--- src/rtl/cmdrsp_pkg.sv ---
package cmdrsp_pkg;
   typedef enum logic [1:0] {
      PH_IDLE = 2'd0,
      PH_CMD  = 2'd1,
      PH_TURN = 2'd2,
      PH_RSP  = 2'd3
   } cr_phase_e;
endpackage

--- src/rtl/cmdrsp_halftick.sv ---
module cmdrsp_halftick #(
   parameter int DIV_W = 8
) (
   input  logic             clk,
   input  logic             rst_n,
   input  logic             run,
   input  logic [DIV_W-1:0] div_q,
   output logic             tick
);
   logic [DIV_W-1:0] cnt;

   always_ff @(posedge clk or negedge rst_n) begin
      if (!rst_n)             cnt <= '0;
      else if (!run)          cnt <= '0;
      else if (cnt == div_q)  cnt <= '0;
      else                    cnt <= cnt + 1'b1;
   end

   assign tick = run && (cnt == div_q);
endmodule

--- src/rtl/cmdrsp_seq.sv ---
module cmdrsp_seq
   import cmdrsp_pkg::*;
#(
   parameter int CMD_W   = 8,
   parameter int RSP_MAX = 16,
   parameter int LEN_W   = 5
) (
   input  logic             clk,
   input  logic             rst_n,
   input  logic             start,
   input  logic [LEN_W-1:0] len_eff,
   input  logic             tick,
   output logic             sclk,
   output logic             sel_n,
   output logic             busy,
   output logic             sample,
   output logic             advance,
   output logic             done
);
   localparam int PCNT_W = $clog2(CMD_W + RSP_MAX + 1);
   localparam logic [PCNT_W-1:0] P_TURN = PCNT_W'(CMD_W);
   localparam logic [PCNT_W-1:0] P_RSP  = PCNT_W'(CMD_W + 1);

   cr_phase_e         phase;
   logic              half;
   logic [PCNT_W-1:0] pcnt;
   logic [PCNT_W-1:0] last_q;
   logic [PCNT_W-1:0] pcnt_nx;
   logic              at_last;

   assign pcnt_nx = pcnt + 1'b1;
   assign at_last = (pcnt == last_q);

   always_ff @(posedge clk or negedge rst_n) begin
      if (!rst_n) begin
         phase  <= PH_IDLE;
         half   <= 1'b0;
         pcnt   <= '0;
         last_q <= '0;
         sclk   <= 1'b0;
         sel_n  <= 1'b1;
         done   <= 1'b0;
      end else begin
         done <= 1'b0;
         if (phase == PH_IDLE) begin
            if (start) begin
               phase  <= PH_CMD;
               half   <= 1'b0;
               pcnt   <= '0;
               sclk   <= 1'b0;
               sel_n  <= 1'b0;
               last_q <= PCNT_W'(CMD_W) + PCNT_W'(len_eff);
            end
         end else if (tick) begin
            if (!half) begin
               half <= 1'b1;
               sclk <= 1'b1;
            end else begin
               half <= 1'b0;
               sclk <= 1'b0;
               if (at_last) begin
                  phase <= PH_IDLE;
                  sel_n <= 1'b1;
                  done  <= 1'b1;
               end else begin
                  pcnt <= pcnt_nx;
                  if (pcnt_nx == P_TURN)     phase <= PH_TURN;
                  else if (pcnt_nx == P_RSP) phase <= PH_RSP;
               end
            end
         end
      end
   end

   assign busy    = (phase != PH_IDLE);
   assign sample  = tick && !half && (phase == PH_RSP);
   assign advance = tick && half && busy && !at_last;
endmodule

--- src/rtl/cmdrsp_txshift.sv ---
module cmdrsp_txshift #(
   parameter int W = 8
) (
   input  logic         clk,
   input  logic         rst_n,
   input  logic         load,
   input  logic [W-1:0] din,
   input  logic         shift,
   output logic         txd
);
   logic [W-1:0] sr;

   for (genvar i = 0; i < W; i++) begin : g_bit
      if (i == 0) begin : g_lsb
         always_ff @(posedge clk or negedge rst_n) begin
            if (!rst_n)     sr[i] <= 1'b0;
            else if (load)  sr[i] <= din[i];
            else if (shift) sr[i] <= 1'b0;
         end
      end else begin : g_upper
         always_ff @(posedge clk or negedge rst_n) begin
            if (!rst_n)     sr[i] <= 1'b0;
            else if (load)  sr[i] <= din[i];
            else if (shift) sr[i] <= sr[i-1];
         end
      end
   end

   assign txd = sr[W-1];
endmodule

--- src/rtl/cmdrsp_rxshift.sv ---
module cmdrsp_rxshift #(
   parameter int W = 16
) (
   input  logic         clk,
   input  logic         rst_n,
   input  logic         clear,
   input  logic         shift,
   input  logic         rxd,
   output logic [W-1:0] data
);
   always_ff @(posedge clk or negedge rst_n) begin
      if (!rst_n)     data <= '0;
      else if (clear) data <= '0;
      else if (shift) data <= {data[W-2:0], rxd};
   end
endmodule

--- src/rtl/cmdrsp_serial_master.sv ---
module cmdrsp_serial_master #(
   parameter int CMD_W   = 8,
   parameter int RSP_MIN = 4,
   parameter int RSP_MAX = 16,
   parameter int DIV_W   = 8,
   localparam int LEN_W  = $clog2(RSP_MAX + 1)
) (
   input  logic               clk,
   input  logic               rst_n,
   input  logic               cmd_valid,
   input  logic [CMD_W-1:0]   cmd_data,
   output logic               cmd_ready,
   input  logic [LEN_W-1:0]   rsp_len,
   input  logic [DIV_W-1:0]   div_half,
   output logic               rsp_valid,
   output logic [RSP_MAX-1:0] rsp_data,
   output logic               busy,
   output logic               sclk,
   output logic               sel_n,
   output logic               txd,
   input  logic               rxd
);
   if (CMD_W < 1)                          begin : g_bad_cmd $error("CMD_W must be at least 1"); end
   if (RSP_MIN < 2 || RSP_MAX < RSP_MIN)   begin : g_bad_len $error("need 2 <= RSP_MIN <= RSP_MAX"); end
   if (DIV_W < 1)                          begin : g_bad_div $error("DIV_W must be at least 1"); end

   logic             accept;
   logic             tick;
   logic             sample;
   logic             advance;
   logic [LEN_W-1:0] len_eff;
   logic [DIV_W-1:0] div_q;

   assign cmd_ready = !busy;
   assign accept    = cmd_valid && cmd_ready;

   if (RSP_MIN == RSP_MAX) begin : g_fixed_len
      assign len_eff = LEN_W'(RSP_MAX);
   end else begin : g_clamp_len
      always_comb begin
         if (rsp_len < LEN_W'(RSP_MIN))      len_eff = LEN_W'(RSP_MIN);
         else if (rsp_len > LEN_W'(RSP_MAX)) len_eff = LEN_W'(RSP_MAX);
         else                                len_eff = rsp_len;
      end
   end

   always_ff @(posedge clk or negedge rst_n) begin
      if (!rst_n)      div_q <= '0;
      else if (accept) div_q <= div_half;
   end

   cmdrsp_halftick #(.DIV_W(DIV_W)) u_tick (
      .clk   (clk),
      .rst_n (rst_n),
      .run   (busy),
      .div_q (div_q),
      .tick  (tick)
   );

   cmdrsp_seq #(.CMD_W(CMD_W), .RSP_MAX(RSP_MAX), .LEN_W(LEN_W)) u_seq (
      .clk     (clk),
      .rst_n   (rst_n),
      .start   (accept),
      .len_eff (len_eff),
      .tick    (tick),
      .sclk    (sclk),
      .sel_n   (sel_n),
      .busy    (busy),
      .sample  (sample),
      .advance (advance),
      .done    (rsp_valid)
   );

   cmdrsp_txshift #(.W(CMD_W)) u_tx (
      .clk   (clk),
      .rst_n (rst_n),
      .load  (accept),
      .din   (cmd_data),
      .shift (advance),
      .txd   (txd)
   );

   cmdrsp_rxshift #(.W(RSP_MAX)) u_rx (
      .clk   (clk),
      .rst_n (rst_n),
      .clear (accept),
      .shift (sample),
      .rxd   (rxd),
      .data  (rsp_data)
   );
endmodule

--- config.mk ---
export PLATFORM = sky130hd
export DESIGN_NAME = cmdrsp_serial_master
export DESIGN_NICKNAME = d
export VERILOG_FILES = /design/src/rtl/cmdrsp_pkg.sv /design/src/rtl/cmdrsp_halftick.sv /design/src/rtl/cmdrsp_seq.sv /design/src/rtl/cmdrsp_txshift.sv /design/src/rtl/cmdrsp_rxshift.sv /design/src/rtl/cmdrsp_serial_master.sv
export SDC_FILE = /design/constraint.sdc
export NUM_CORES = 1
export LEC_CHECK = 0
export ABC_AREA = 1
export CAP_MARGIN = 30
export CORE_UTILIZATION = 54
export DETAILED_ROUTE_END_ITERATION = 16
export GPL_TIMING_DRIVEN = 1
export PLACE_DENSITY = 0.8
export SKIP_CTS_REPAIR_TIMING = 1
export SLEW_MARGIN = 20
export SYNTH_ARGS = -nofsm -noshare
export SYNTH_HDL_FRONTEND = slang
export SYNTH_HIERARCHICAL = 1
export SYNTH_SLANG_ARGS = --single-unit
--- constraint.sdc ---
create_clock -name clk -period 2.55 [get_ports clk]
set_clock_uncertainty 0.15 [all_clocks]
set_input_delay 0.51 -clock clk [delete_from_list [all_inputs] [get_ports clk]]
set_output_delay 0.51 -clock clk [all_outputs]
set_load 0.02 [all_outputs]
==> flow_metrics.env <==
export IMPL_post_synth_cell_area_avg_um2=8.24
export IMPL_synthesis_area_um2=2960
export IMPL_crit_arrival_ns=1.71
export IMPL_worst_setup_path_type="flip-flop to output pin"
export IMPL_setup_crit_start_kind="flip-flop"
export IMPL_setup_worst_path_end="busy"
export IMPL_drive_above_1_share_pct=13.6
export IMPL_stages_on_the_worst_setup_path=3
export IMPL_syn_nets=387
export IMPL_vias_in_the_first_global_route=2335
export IMPL_synth_top_family_by_area="simple AND/OR/NAND/NOR gates"
export IMPL_grt_usage_pct=21.4
export IMPL_relSlewSlack_pct=74.9
export IMPL_clock_latency_ns=0.31
export IMPL_final_design_area_no_fill_um2=3530
export IMPL_cp_top_family="buffers and inverters"
export IMPL_setup_worst_path_start="u_seq/phase[1]"
export IMPL_postSynthRegisterBits=55
export IMPL_finalCriticalPeriod_ns=2.37
export IMPL_worstPathRequired_ns=1.89
export IMPL_post_synth_inst_count=359
export IMPL_post_synth_xor_xnor_area_pct=4.66
export IMPL_die_w_um=76.0
export IMPL_clock_transition_time_at_the_flip_flop_clock_pins_of_the_worst_setup_and_hold_paths_ns=0.10
export IMPL_worstPathBufferInverterCount=2
export IMPL_synth_simple_gate_area_share_pct=36.5
export IMPL_route_vias_total=2370
export IMPL_layout_fillers=442
export IMPL_ant_nets=0
export IMPL_place_port_buffers=46
export IMPL_maxCapViolCount=0
export IMPL_wl_um=5700
export IMPL_final_critical_path_setup_slack_ns=0.183
export IMPL_timing_rr_start="u_tick/cnt[0]"
export IMPL_antenna_cells_inserted=0
export IMPL_dp_slack_ns=0.334
export IMPL_hpwl_um=4110
export IMPL_yosys_warnings=6
export IMPL_area_growth_synth_to_final_pct=19.5
export IMPL_yosysUniqueCellTypes=30
export IMPL_fin_nets=432
export IMPL_critical_path_slowest_cell="clkdlybuf4s50_1"
export IMPL_synth_seq_area_share_pct=46.6
export IMPL_cp_cell_sequence="nor2_2, inv_1, clkdlybuf4s50_1"
export IMPL_synth_compound_area_share_pct=2.20
export IMPL_antenna_found_initial=0
export IMPL_starting_density_of_the_core_pct=56.8
export IMPL_power_density_nw_per_um2=893
export IMPL_grt_max_degree=56
export IMPL_final_max_slew_violation_count=0
export IMPL_rsz_0062_raised_after_global_routing="false"
export IMPL_grt_first_pass_wirelength_um=10000
export IMPL_tritoncts_num_buffers=5
export IMPL_total_power_uw=3160
export IMPL_clock_root_buffer="clkbuf_8"
export IMPL_rr_worst_depth=14
export IMPL_cts_sink_cnt=55
export IMPL_num_io_pins=47
export IMPL_post_synth_mux_area_share_pct=0
export IMPL_leakagePower_uw=0.00175
export IMPL_endpoints_failing_setup=0
export IMPL_via_per_inst=4.99
export IMPL_synth_adder_area_share_pct=1.27
export IMPL_hold_class="input port to asynchronous set/reset pin"
export IMPL_clockBufferDepth=2
export IMPL_cp_max_fo=5
export IMPL_total_congestion_overflow_after_global_routing=0
export IMPL_dpl_instance_area_um2=3430
export IMPL_hold_violations=0
export IMPL_die_y_extent_um=76.0
export IMPL_dr_pass1_iters=4
export IMPL_drt_initial_drc_count=96
export IMPL_min_period_over_period_pct=92.8
export IMPL_routedWlPerCell_um=12.0
export IMPL_max_slew_worst_pin_slew_ns=0.375
export IMPL_status="finished, final reports clean"
export IMPL_reg2reg_to="u_seq/pcnt[0]"
export IMPL_cts_h_tree_lvls=2
export IMPL_floorplan_rows=26
export IMPL_tritoncts="yes"
export IMPL_worst_ir_drop_vdd_uv=563
export IMPL_cpPeakStageDelay_ns=0.59
export IMPL_rrSetupSlack_ns=0.34
export IMPL_timing_fmax_ghz=0.422
export IMPL_setup_worst_path_end_class="output pin"
export IMPL_floorplan_die_area_um2=5780
export IMPL_weighted_congestion_reported_at_the_end_of_routability_driven_placement=0.825
export IMPL_drcViolationCount=0
export IMPL_core_um2=5200
[synthesized netlist by cell type, drive strengths merged]
cell	n	area, µm²
nand2	135	558
nand3	55	305
dfrtp	54	1350
inv	34	138
nor2	34	171
buf	12	119
o21ai	9	60.1
xnor2	9	93.8
xor2	5	43.8
ha	3	37.5
nand4	3	18.8
nor3	3	25.0
a21oi	1	5.00
clkbuf	1	3.75
dfstp	1	26.3
[flip-flops by register name (all words and copies together) (netlist names), 2 cells and up]
signal,count
u_seq/last_q,5
div_q,8
u_tx/sr,7
u_seq/phase,2
u_rx/data,16
u_tick/cnt,8
u_seq/pcnt,5
[power breakdown]
group | leakage (µW) | switching [µW] | internal [µW] | total (µW)
sequential | 0.000724 | 263 | 1110 | 1370
clock | 0.0000474 | 290 | 222 | 512
combinational | 0.000980 | 760 | 512 | 1270
[kinds of logic (layout without fill, tap and decap cells)]
family,after synthesis,in the layout
AOI/OAI and AO/OA,10,10
xor gates and xnor gates,14,14
adders and majority gates,3,3
buffers and inverters,47,93
DFF,55,55
and+or+nand+nor,230,230
[final cells by class]
class                           count  area, µm²  area share (%)
Sequential cell                    55       1380            39.0
Clock inverter                      2       16.3           0.460
Inverter                           34        138            3.90
Timing Repair Buffer               51        508            14.4
Multi-Input combinational cell    257       1320            37.5
Tap cell                           70       87.6            2.48
Clock buffer                        6       82.6            2.34
[worst min-delay path by stage]
stage	from	end	slack, ns	cells after the start
after detailed placement	u_tx/sr[0]	u_tx/sr[0]	0.31	2
after global placement	u_tx/sr[0]	u_tx/sr[0]	0.31	2
final	rst_n	div_q[4]	0.03	2
after CTS	rst_n	u_seq/pcnt[3]	0.04	2
after floorplan	rst_n	div_q[0]	0.06	0
after global routing	rst_n	div_q[4]	0.06	2
[layer usage]
layer  wire length, µm  vias up  GRT usage (%)
li1                  -     1205              -
met1              2540     1113           25.9
met2              2880       45           38.7
met3               187        7           3.71
met4                94        0           6.92
met5                 0        -              0
[placed cells by master, fill, tap and decap left out, types with 6 or more instances in the layout]
cell	instances
clkbuf_8	6
nor2_1	28
nand3_2	6
xnor2_1	7
nand2_2	11
clkdlybuf4s50_1	44
nand3_1	49
inv_1	28
dfrtp_1	54
nand2_1	122
[worst register-to-register path: cells and delay by family (launching register included)]
family                 cells  cell delay, ns
flip-flops                 1            0.44
buffers and inverters      3            0.25
AND/OR/NAND/NOR           10            1.21
AO/OA/AOI/OAI              1            0.05
[stage by stage]
stage / utilization (%) / std cells / hold WS (ns) / setup TNS [ns]
3_3_place_gp: 65.9 / 467 / 0.307 / 0
2_1_floorplan: - / 359 / 0.0644 / 0
6_report: 67.9 / 475 / 0.0322 / 0
3_5_place_dp: 65.9 / 467 / 0.311 / 0
5_1_grt: 67.9 / 475 / 0.0576 / 0
4_1_cts: 67.8 / 475 / 0.0404 / -0.0236
No activity file was read; power rests on OpenSTA's default activity.
